===== src/rtl/shadow_regs_pkg.sv =====
package shadow_regs_pkg;
   // control word bit positions
   localparam int CTRL_UPD_BIT  = 0;
   localparam int CTRL_RST_BIT  = 1;
   localparam int CTRL_PROT_LSB = 8;
   // enable bit inside the last word of each window
   localparam int WIN_EN_BIT    = 0;
endpackage


===== src/rtl/shadow_win_slot.sv =====
module shadow_win_slot #(
   parameter int DATA_W   = 32,
   parameter int WIN_REGS = 8,
   localparam int IDX_W   = $clog2(WIN_REGS)
) (
   input  logic                         clk_i,
   input  logic                         rst_ni,
   input  logic                         srst_i,
   input  logic                         vsync_i,
   input  logic                         arm_i,
   input  logic                         protect_i,
   input  logic                         wr_i,
   input  logic [IDX_W-1:0]             wr_idx_i,
   input  logic [DATA_W-1:0]            wdata_i,
   output logic [WIN_REGS*DATA_W-1:0]   front_o,
   output logic [WIN_REGS*DATA_W-1:0]   live_o,
   output logic                         dirty_o
);
   logic [WIN_REGS-1:0][DATA_W-1:0] front_q, live_q;
   logic armed_q, dirty_q, latch;

   assign latch = vsync_i & armed_q & ~protect_i;

   always_ff @(posedge clk_i or negedge rst_ni) begin
      if (!rst_ni) begin
         front_q <= '0;
         live_q  <= '0;
         armed_q <= 1'b0;
         dirty_q <= 1'b0;
      end else if (srst_i) begin
         front_q <= '0;
         live_q  <= '0;
         armed_q <= 1'b0;
         dirty_q <= 1'b0;
      end else begin
         if (latch) live_q <= front_q;
         if (wr_i) front_q[wr_idx_i] <= wdata_i;
         if (arm_i) armed_q <= 1'b1;
         else if (latch) armed_q <= 1'b0;
         if (wr_i) dirty_q <= 1'b1;
         else if (latch) dirty_q <= 1'b0;
      end
   end

   assign front_o = front_q;
   assign live_o  = live_q;
   assign dirty_o = dirty_q;

   p_latch_copy_r2: assert property (@(posedge clk_i) disable iff (!rst_ni)
      (latch && !srst_i) |=> (live_q == $past(front_q)));
   p_protect_hold_r3: assert property (@(posedge clk_i) disable iff (!rst_ni)
      (vsync_i && protect_i && !srst_i) |=> $stable(live_q));
   p_quiet_hold_r6: assert property (@(posedge clk_i) disable iff (!rst_ni)
      (!vsync_i && !srst_i) |=> $stable(live_q));
   p_dirty_clear_r8: assert property (@(posedge clk_i) disable iff (!rst_ni)
      (latch && !wr_i && !srst_i) |=> !dirty_q);
   p_dirty_set_r8: assert property (@(posedge clk_i) disable iff (!rst_ni)
      (wr_i && !srst_i) |=> dirty_q);
endmodule


===== src/rtl/shadow_tim_bank.sv =====
module shadow_tim_bank #(
   parameter int DATA_W   = 32,
   parameter int TIM_REGS = 4,
   localparam int TIDX_W  = (TIM_REGS > 1) ? $clog2(TIM_REGS) : 1
) (
   input  logic                       clk_i,
   input  logic                       rst_ni,
   input  logic                       srst_i,
   input  logic                       latch_i,
   input  logic                       wr_i,
   input  logic [TIDX_W-1:0]          wr_idx_i,
   input  logic [DATA_W-1:0]          wdata_i,
   output logic [TIM_REGS*DATA_W-1:0] front_o,
   output logic [TIM_REGS*DATA_W-1:0] live_o
);
   logic [TIM_REGS-1:0][DATA_W-1:0] front_q, live_q;

   always_ff @(posedge clk_i or negedge rst_ni) begin
      if (!rst_ni) begin
         front_q <= '0;
         live_q  <= '0;
      end else if (srst_i) begin
         front_q <= '0;
         live_q  <= '0;
      end else begin
         if (latch_i) live_q <= front_q;
         if (wr_i) front_q[wr_idx_i] <= wdata_i;
      end
   end

   assign front_o = front_q;
   assign live_o  = live_q;

   p_tim_copy_r4: assert property (@(posedge clk_i) disable iff (!rst_ni)
      (latch_i && !srst_i) |=> (live_q == $past(front_q)));
   p_tim_hold_r6: assert property (@(posedge clk_i) disable iff (!rst_ni)
      (!latch_i && !srst_i) |=> $stable(live_q));
endmodule


===== src/rtl/shadow_ctrl.sv =====
module shadow_ctrl #(
   parameter int NUM_WIN = 2
) (
   input  logic               clk_i,
   input  logic               rst_ni,
   input  logic               vsync_i,
   input  logic               wr_i,
   input  logic               upd_bit_i,
   input  logic               rst_bit_i,
   input  logic [NUM_WIN-1:0] prot_bits_i,
   output logic               srst_o,
   output logic               arm_o,
   output logic               upd_o,
   output logic [NUM_WIN-1:0] prot_o
);
   logic               upd_q;
   logic [NUM_WIN-1:0] prot_q;

   assign srst_o = wr_i & rst_bit_i;
   assign arm_o  = wr_i & upd_bit_i & ~rst_bit_i;

   always_ff @(posedge clk_i or negedge rst_ni) begin
      if (!rst_ni) begin
         upd_q  <= 1'b0;
         prot_q <= '0;
      end else if (srst_o) begin
         upd_q  <= 1'b0;
         prot_q <= '0;
      end else begin
         if (arm_o) upd_q <= 1'b1;
         else if (vsync_i) upd_q <= 1'b0;
         if (wr_i) prot_q <= prot_bits_i;
      end
   end

   assign upd_o  = upd_q;
   assign prot_o = prot_q;

   p_upd_served_r5: assert property (@(posedge clk_i) disable iff (!rst_ni)
      (vsync_i && !arm_o) |=> !upd_q);
   p_upd_held_r5: assert property (@(posedge clk_i) disable iff (!rst_ni)
      (upd_q && !vsync_i && !srst_o) |=> upd_q);
   p_prot_hold_r10: assert property (@(posedge clk_i) disable iff (!rst_ni)
      !wr_i |=> $stable(prot_q));
   p_srst_clear_r9: assert property (@(posedge clk_i) disable iff (!rst_ni)
      srst_o |=> (!upd_q && prot_q == '0));
endmodule


===== src/rtl/vsync_shadow_regs.sv =====
module vsync_shadow_regs
   import shadow_regs_pkg::*;
#(
   parameter int NUM_WIN  = 2,
   parameter int WIN_REGS = 8,
   parameter int TIM_REGS = 4,
   parameter int DATA_W   = 32,
   parameter int ADDR_W   = 5
) (
   input  logic                                clk_i,
   input  logic                                rst_ni,
   input  logic                                bus_wr_i,
   input  logic [ADDR_W-1:0]                   bus_addr_i,
   input  logic [DATA_W-1:0]                   bus_wdata_i,
   output logic [DATA_W-1:0]                   bus_rdata_o,
   input  logic                                vsync_i,
   output logic [NUM_WIN*WIN_REGS*DATA_W-1:0]  win_live_o,
   output logic [NUM_WIN-1:0]                  win_en_o,
   output logic [NUM_WIN-1:0]                  win_dirty_o,
   output logic [TIM_REGS*DATA_W-1:0]          tim_live_o
);
   localparam int IDX_W     = $clog2(WIN_REGS);
   localparam int WSEL_W    = (NUM_WIN > 1) ? $clog2(NUM_WIN) : 1;
   localparam int TIDX_W    = (TIM_REGS > 1) ? $clog2(TIM_REGS) : 1;
   localparam int WIN_SPAN  = NUM_WIN * WIN_REGS;
   localparam int CTRL_ADDR = WIN_SPAN + TIM_REGS;
   localparam logic [ADDR_W-1:0] TIM_A  = ADDR_W'(WIN_SPAN);
   localparam logic [ADDR_W-1:0] CTRL_A = ADDR_W'(CTRL_ADDR);

   // elaboration-time parameter checks
   if (WIN_REGS < 2 || (WIN_REGS & (WIN_REGS - 1)) != 0) begin : g_bad_win_regs
      $error("WIN_REGS must be a power of two, at least 2");
   end
   if (NUM_WIN < 1 || NUM_WIN > DATA_W - CTRL_PROT_LSB) begin : g_bad_num_win
      $error("NUM_WIN out of range for the control word");
   end
   if (ADDR_W < $clog2(CTRL_ADDR + 1)) begin : g_bad_addr_w
      $error("ADDR_W too narrow for the register map");
   end

   logic [NUM_WIN-1:0][WIN_REGS-1:0][DATA_W-1:0] win_front, win_live;
   logic [TIM_REGS-1:0][DATA_W-1:0]              tim_front;
   logic                win_hit, tim_hit, ctrl_hit;
   logic [WSEL_W-1:0]   win_sel;
   logic [IDX_W-1:0]    win_idx;
   logic [TIDX_W-1:0]   tim_idx;
   logic                srst, arm, upd;
   logic [NUM_WIN-1:0]  prot;

   assign win_hit  = bus_wr_i && (bus_addr_i < TIM_A);
   assign tim_hit  = bus_wr_i && (bus_addr_i >= TIM_A) && (bus_addr_i < CTRL_A);
   assign ctrl_hit = bus_wr_i && (bus_addr_i == CTRL_A);
   assign win_idx  = bus_addr_i[IDX_W-1:0];
   assign win_sel  = WSEL_W'(bus_addr_i >> IDX_W);
   assign tim_idx  = TIDX_W'(bus_addr_i - TIM_A);

   shadow_ctrl #(.NUM_WIN(NUM_WIN)) u_ctrl (
      .clk_i       (clk_i),
      .rst_ni      (rst_ni),
      .vsync_i     (vsync_i),
      .wr_i        (ctrl_hit),
      .upd_bit_i   (bus_wdata_i[CTRL_UPD_BIT]),
      .rst_bit_i   (bus_wdata_i[CTRL_RST_BIT]),
      .prot_bits_i (bus_wdata_i[CTRL_PROT_LSB +: NUM_WIN]),
      .srst_o      (srst),
      .arm_o       (arm),
      .upd_o       (upd),
      .prot_o      (prot)
   );

   for (genvar w = 0; w < NUM_WIN; w++) begin : g_win
      shadow_win_slot #(.DATA_W(DATA_W), .WIN_REGS(WIN_REGS)) u_slot (
         .clk_i     (clk_i),
         .rst_ni    (rst_ni),
         .srst_i    (srst),
         .vsync_i   (vsync_i),
         .arm_i     (arm),
         .protect_i (prot[w]),
         .wr_i      (win_hit && (win_sel == WSEL_W'(w))),
         .wr_idx_i  (win_idx),
         .wdata_i   (bus_wdata_i),
         .front_o   (win_front[w]),
         .live_o    (win_live[w]),
         .dirty_o   (win_dirty_o[w])
      );
      assign win_en_o[w] = win_live[w][WIN_REGS-1][WIN_EN_BIT];
   end

   shadow_tim_bank #(.DATA_W(DATA_W), .TIM_REGS(TIM_REGS)) u_tim (
      .clk_i    (clk_i),
      .rst_ni   (rst_ni),
      .srst_i   (srst),
      .latch_i  (vsync_i & upd),
      .wr_i     (tim_hit),
      .wr_idx_i (tim_idx),
      .wdata_i  (bus_wdata_i),
      .front_o  (tim_front),
      .live_o   (tim_live_o)
   );

   assign win_live_o = win_live;

   always_comb begin
      bus_rdata_o = '0;
      if (bus_addr_i < TIM_A) begin
         bus_rdata_o = win_front[win_sel][win_idx];
      end else if (bus_addr_i < CTRL_A) begin
         bus_rdata_o = tim_front[tim_idx];
      end else if (bus_addr_i == CTRL_A) begin
         bus_rdata_o[CTRL_UPD_BIT] = upd;
         bus_rdata_o[CTRL_PROT_LSB +: NUM_WIN] = prot;
      end
   end

   p_en_frame_only_r7: assert property (@(posedge clk_i) disable iff (!rst_ni)
      (!vsync_i && !srst) |=> $stable(win_en_o));
   p_srst_zero_r9: assert property (@(posedge clk_i) disable iff (!rst_ni)
      srst |=> (win_live_o == '0 && tim_live_o == '0 && win_dirty_o == '0));
endmodule


===== config.mk =====
export PLATFORM = sky130hd
export DESIGN_NAME = vsync_shadow_regs
export DESIGN_NICKNAME = d
export VERILOG_FILES = /design/src/rtl/shadow_regs_pkg.sv /design/src/rtl/shadow_win_slot.sv /design/src/rtl/shadow_tim_bank.sv /design/src/rtl/shadow_ctrl.sv /design/src/rtl/vsync_shadow_regs.sv
export SDC_FILE = /design/constraint.sdc
export NUM_CORES = 2
export LEC_CHECK = 0
export BUFFER_PORTS_ARGS = -buffer_cell sky130_fd_sc_hd__buf_4
export CAP_MARGIN = 10
export CORE_AREA = 5 5 424 342
export CTS_BUF_LIST = sky130_fd_sc_hd__clkbuf_2 sky130_fd_sc_hd__clkbuf_4 sky130_fd_sc_hd__clkbuf_8
export DETAILED_ROUTE_END_ITERATION = 8
export DIE_AREA = 0 0 429 347
export HOLD_SLACK_MARGIN = 0.15
export SETUP_SLACK_MARGIN = 0.3
export SKIP_CTS_REPAIR_TIMING = 1
export SLEW_MARGIN = 20
export SYNTH_ARGS = -nofsm -noshare
export SYNTH_HDL_FRONTEND = slang
export SYNTH_SLANG_ARGS = --single-unit

===== constraint.sdc =====
create_clock -name clk_i -period 5.4 [get_ports clk_i]
set_clock_uncertainty 0.15 [all_clocks]
set_input_delay 1.62 -clock clk_i [delete_from_list [all_inputs] [get_ports clk_i]]
set_output_delay 1.62 -clock clk_i [all_outputs]
set_load 0.02 [all_outputs]

---- Yosys cells after proc, flatten, opt, wreduce, memory -nomap -nowiden ----
Index checks and enable logic that the tools add are counted.
cells by class
  add/subtract/negate cells ............... 1
  $mul .................................... 0
  divide/modulo/power cells ............... 0
  $lt $le $gt $ge ......................... 8
  eq/ne operators ......................... 1
  shift operators ......................... 0
  muxes and demuxes ....................... 47
  bitwise logic cells ..................... 12
  reduce and logical (&&, ||, !) cells .... 20
operator list
  operator                                                            number
  2-to-1 mux 256 bit                                                  10
  bitwise mux 256 bit                                                 2
  2-to-1 mux 128 bit                                                  4
  2-to-1 mux 32 bit                                                   5
  bitwise mux 128 bit                                                 1
  binary-select mux 32 bit (select 3 bit)                             1
  demux 32 bit (select 3 bit)                                         1
  binary-select mux 32 bit (select 2 bit)                             1
  demux 32 bit (select 2 bit)                                         1
  2-to-1 mux 22 bit                                                   1
  2-to-1 mux 1 bit                                                    15
  nonzero test 3 bit                                                  5
  nonzero test 2 bit                                                  7
  less-than comparator 5 bit (second input constant)                  2
  bitwise AND 1 bit                                                   8
  logical AND 1 bit                                                   8
  2-to-1 mux 2 bit                                                    4
  2-to-1 mux 7 bit                                                    1
  equality test 5 bit (second input constant)                         1
  greater-or-equal comparator 5 bit (second input constant)           1
  less-than comparator 3 x 4 -> 1 bit (second input constant)         1
  NOT 1 bit                                                           4
  greater-or-equal comparator 3 x 1 -> 1 bit (second input constant)  1
  less-than comparator 2 x 3 -> 1 bit (second input constant)         1
  3 further kinds                                                     3
word-level totals
  bits in registers ....................... 1287
  latch bits .............................. 0
  RAM bits ................................ 0
  bits in read-only memories .............. 0
  input port bits ......................... 41
  logic and storage cells ................. 135
  memories ................................ 0

---- Logic depth before layout (Yosys ltp) ----
  depth after elaboration ................. 8
  depth in mapped cells ................... 8

---- Cells and area by module ----
Synthesis repeated with hierarchy kept, for this count alone.
second synthesis, totals
  cells, all modules ...................... 4873
  area total of the unflattened synthesis .. 60540.6 sq um
modules (own cells, without submodules)
  module                              times used  cells an instance  area each (sq um)  sequential area each (sq um)
  shadow_win_slot at g_win[0].u_slot  1           1756               22157.5            12862.3
  shadow_win_slot at g_win[1].u_slot  1           1757               22061.2            12862.3
  shadow_tim_bank                     1           867                10797.9            6406.1
  vsync_shadow_regs                   1           481                5385.2             0.0
  shadow_ctrl                         1           12                 138.9              75.1

---- Least setup slack after synthesis ----
No wires, ideal clock.
  kind .................................... in2out
  start ................................... input bus_addr_i[1]
  end ..................................... output bus_rdata_o[9]
  arrival time ............................ 3278 ps
  required time ........................... 3630 ps
  path slack .............................. 352 ps
  cell stages on the path ................. 7
  buffers on the path ..................... 3
  path through ............................ buf_2 -> buf_4 -> nor2_2 -> clkbuf_1 -> a221oi_1 -> o21a_1 -> o32ai_1
on the way
  longest elaborated chain between the ends .. 5
  elaborated cells between the ends (all ways) .. 11
RTL lines
  element                                  RTL line                  text
  start: declaration                       vsync_shadow_regs.sv:13   input logic [ADDR_W-1:0] bus_addr_i,
  subtractor 2 x 1 -> 2 bit                vsync_shadow_regs.sv:55   assign tim_idx = TIDX_W'(bus_addr_i - TIM_A);
  binary-select mux 32 bit (select 2 bit)  vsync_shadow_regs.sv:108  bus_rdata_o = tim_front[tim_idx];
  2-to-1 mux 32 bit (implied by the code)  vsync_shadow_regs.sv:108
  2-to-1 mux 2 bit                         vsync_shadow_regs.sv:107  end else if (bus_addr_i < CTRL_A) begin
  2-to-1 mux 32 bit (*)                    vsync_shadow_regs.sv:105  if (bus_addr_i < TIM_A) begin
  end: declaration                         vsync_shadow_regs.sv:15   output logic [DATA_W-1:0] bus_rdata_o,
Every way passes the cells marked *; elsewhere a longest branch is shown, timed or not. The select of a mux whose other input is x is not followed.

---- Worst setup path after layout ----
  start ................................... input bus_addr_i[0]
  end ..................................... output bus_rdata_o[21]
on the way
  longest elaborated chain between the ends .. 5
  elaborated cells between the ends (all ways) .. 9
RTL lines
  element                                  RTL line
  subtractor 2 x 1 -> 2 bit                vsync_shadow_regs.sv:55
  binary-select mux 32 bit (select 2 bit)  vsync_shadow_regs.sv:108
  2-to-1 mux 32 bit (implied by the code)  vsync_shadow_regs.sv:108
  2-to-1 mux 22 bit                        vsync_shadow_regs.sv:107
  2-to-1 mux 32 bit (*)                    vsync_shadow_regs.sv:105
Marked as above.

==> out/qor.txt <==
Top cell type's share of synthesized area - 57.77%
Half-perimeter wire length after placement - 187800 um
Clock-pin transition on the worst setup and hold timing paths - 0.06 ns
Top Ports - 717
Part of the power in registers - 47.9%
Unrepaired setup endpoints after global routing - yes
Depth of the critical timing path with buffers and inverters included - 7
Vert. Die Dim - 347 um
Final cell count without fillers - 8421
Portion of the post-synthesis area used by sequential elements - 57.77%
Area Growth Syn to Fin - 22.38%
Cell with the biggest individual delay on the critical path - sky130_fd_sc_hd__mux4_2
End of the critical path - bus_rdata_o[21]
Via/cell ratio - 5.927
CP required - 3.63 ns
Total internal power - 16.76 mW
Largest net degree at the start of global routing - 187
Clock root buffer master - sky130_fd_sc_hd__clkbuf_8
Top_reg_cell synth - sky130_fd_sc_hd__dfrtp_1
Global-route total usage across every layer - 33.56%
Nets - 6415
Count of pins over their slew limit - 0
LEAKAGE - 31.30 nW
Worst-skew pair later-pin latency - 0.97 ns
Post-route clock period utilization - 95.72%
Synthesized area per cell - 9.515 sq um
Reported net switching power - 7.761 mW
Max H-tree Level - 4
Worst setup slack for register-to-register paths - 3.05 ns
Worst ir drop on vdd - 279.1 uV
Type of element capturing the critical path - output port
Clock share of power - 37.3%
Kind of critical path - primary input to output port
Sum of overflow across all layers after global routing - 0
Finish-stage setup viols - 0
Post-synthesis register bit count - 1287
Slew HR - 26.62%
Count of antenna-violating nets left after detailed routing - 0
Endpoints failing hold - 0
Violation count after the first detailed-routing iteration - 7078
Cells traversed along the worst timing path - buf_6, buf_12, mux4_2, a21boi_2, o22ai_1, o21a_1, buf_4
Status - complete, no violations
Die Outline Area - 148900 sq um
Die Span X - 429 um
Critical path launch point - bus_addr_i[0]
First-pass GRT wire length - 362200 um
Largest cells by area after synthesis - sky130_fd_sc_hd__dfrtp_1 (58%), sky130_fd_sc_hd__nand2_1 (14%), sky130_fd_sc_hd__a21oi_1 (6.0%)
Data arrival time of the critical path - 3.40 ns
Worst setup timing slack at the placement stage - -0.05304 ns
Startpoint types - primary input
Vias in the first global route - 47060
Top-count cell post-synth - sky130_fd_sc_hd__nand2_1
Async set-or-reset flop fraction in the synthesized netlist - 100.0%
Launch point of the worst reg-to-reg path - u_ctrl.prot_o[0]
Count of buffer and inverter cells on the critical path - 3
Post-synth EDFFs - 0
Detailed-routing iteration count for the pre-antenna-repair pass - 8
Ranking of synthesized cells by instance count - sky130_fd_sc_hd__nand2_1 (2072), sky130_fd_sc_hd__dfrtp_1 (1287), sky130_fd_sc_hd__a21oi_1 (665), sky130_fd_sc_hd__clkbuf_1 (313), sky130_fd_sc_hd__o21ai_0 (242)
Post-synth top area cell - sky130_fd_sc_hd__dfrtp_1
Kind of cell with the highest combined delay on the critical path - compound AO/OA/AOI/OAI gates
Final Wtd Congestion - 1.027
Starting Density - 39.81%
Clock tree from TritonCTS - yes
Longest Clk Path Bufs - 3
Slowest stage delay, CP - 0.55 ns
Final total negative setup slack - 0 ns
Maxcap violations - 0
Worst setup slack after layout - 0.2309 ns
Detailed-route via count - 49910
Worst Reg2Reg Path Length in Cells - 4
Total wire length - 260400 um
Number of design rule violations left after detail routing - 0
TritonCTS Sinks - 1287
Synthesized netlist cell count - 5859
Power, Total - 24.52 mW
Comb power frac - 14.8%
Mapped Area - 55750 sq um
Worst hold slack after final layout - 0.3619 ns
Routed len/inst - 30.92 um
Number of nets produced by synthesis - 5900
Number of antenna violations at the first check in global routing - 17
Slew at the pin closest to its max-slew limit - 1.101 ns
Post-layout minimum cycle time - 5.169 ns
Power density cells - 359.5 nW/um^2
Yosys warnings - 0
Number of buffers added by the clock tree synthesis step - 202
Kind of path behind the tightest hold check - register to register
Critical Path Fanout Max - 10
Number of distinct library cells after synthesis - 46
Row Count - 123
Cell total after placement - 8026
Switching share of power - 31.65%
Fmax achieved - 193.5 MHz
Share of layout cells above drive strength 1 - 21.86%
Destination of the worst register-to-register timing path - g_win[0].u_slot.live_o[10]
Number of buffers added on ports - 716
Core region area - 140000 sq um
cell type report:
class	count	area (sq um)
multi-input combinational	3995	21610
tap	1875	2346
fill	13210	71830
sequential	1287	32210
timing repair buffer	885	7575
inverter	3	11.26
clock inverter	37	369.1
clock buffer	326	4074
antenna	13	32.53
sequential cells by signal, summed over array words and instances, names as in the netlist:
| name | flops |
|---|---|
| g_win.u_slot.armed_q | 2 |
| g_win.u_slot.dirty_o | 2 |
| g_win.u_slot.front_o | 512 |
| g_win.u_slot.live_o | 512 |
| u_ctrl.prot_o | 2 |
| u_ctrl.upd_o | 1 |
| u_tim.front_o | 128 |
| u_tim.live_o | 128 |
through the flow:
stage / area [sq um] / util (%)
2_1_floorplan: 55750 / -
3_3_place_gp: 63020 / 45.00
3_5_place_dp: 63020 / 45.00
4_1_cts: 67460 / 48.17
5_1_grt: 68200 / 48.70
6_report: 68220 / 48.71
layout by cell type (no fill, tap or decap), drive strengths merged, types with 4 or more instances in the layout:
| cell type | n |
|---|---|
| nand3 | 219 |
| nand2 | 2072 |
| a21oi | 665 |
| buf | 872 |
| a32o | 4 |
| inv | 11 |
| o31ai | 240 |
| a32oi | 14 |
| clkbuf | 339 |
| clkinvlp | 7 |
| mux4 | 96 |
| mux2i | 107 |
| clkinv | 19 |
| nand2b | 35 |
| o21ai | 243 |
| a21boi | 29 |
| and2 | 15 |
| dfrtp | 1287 |
| o221ai | 29 |
| nor3 | 4 |
| nor2 | 58 |
| nor2b | 8 |
| o22ai | 29 |
| o21a | 32 |
| mux2 | 6 |
| a221oi | 67 |
| a31oi | 4 |
| diode | 13 |
worst min-delay path, stage by stage (launching register included):
cell	delay, ns
sky130_fd_sc_hd__dfrtp_1	0.37
sky130_fd_sc_hd__nand2_1	0.06
sky130_fd_sc_hd__o31ai_1	0.06
logic make-up (layout without fill, tap and decap cells):
kind of cell	Yosys count	after routing	synth area share, %
other	0	13	0
AOI/OAI and AO/OA	1359	1359	14.54
DFF	1287	1287	57.77
and+or+nand+nor	2427	2427	17.28
buffers and inverters	577	1251	4.487
muxes	209	209	5.921
power by group through the flow:
stage,Sequential [mW],Combinational [mW],Clock [mW]
floorplan,11.6,1.44,0
global placement,11.9,3.46,0
detailed placement,11.8,3.52,0
global route,11.7,3.87,9.66
finish,11.7,3.63,9.15
CTS,11.7,3.53,9.22
routing by layer:
metal | GRT usage (%) | vias to the layer above | wire [um]
li1 | - | 20970 | -
met1 | 46.17 | 25200 | 104900
met2 | 47.40 | 3093 | 109600
met3 | 10.54 | 647 | 29150
met4 | 18.04 | 12 | 16430
met5 | 0 | - | 271
worst min-delay path by stage:
stage,startpoint,end,slack [ns],depth (start not counted)
after CTS,g_win[1].u_slot.front_o[22],g_win[1].u_slot.front_o[22],0.36,2
final,g_win[0].u_slot.front_o[31],g_win[0].u_slot.front_o[31],0.36,2
after global routing,g_win[0].u_slot.live_o[188],g_win[0].u_slot.live_o[188],0.39,2
after detailed placement,g_win[1].u_slot.front_o[22],g_win[1].u_slot.front_o[22],0.35,2
after global placement,g_win[1].u_slot.dirty_o,g_win[1].u_slot.dirty_o,0.34,2
after floorplan,g_win[0].u_slot.front_o[199],g_win[0].u_slot.front_o[199],0.31,2
No activity file was read; power rests on OpenSTA's default activity.
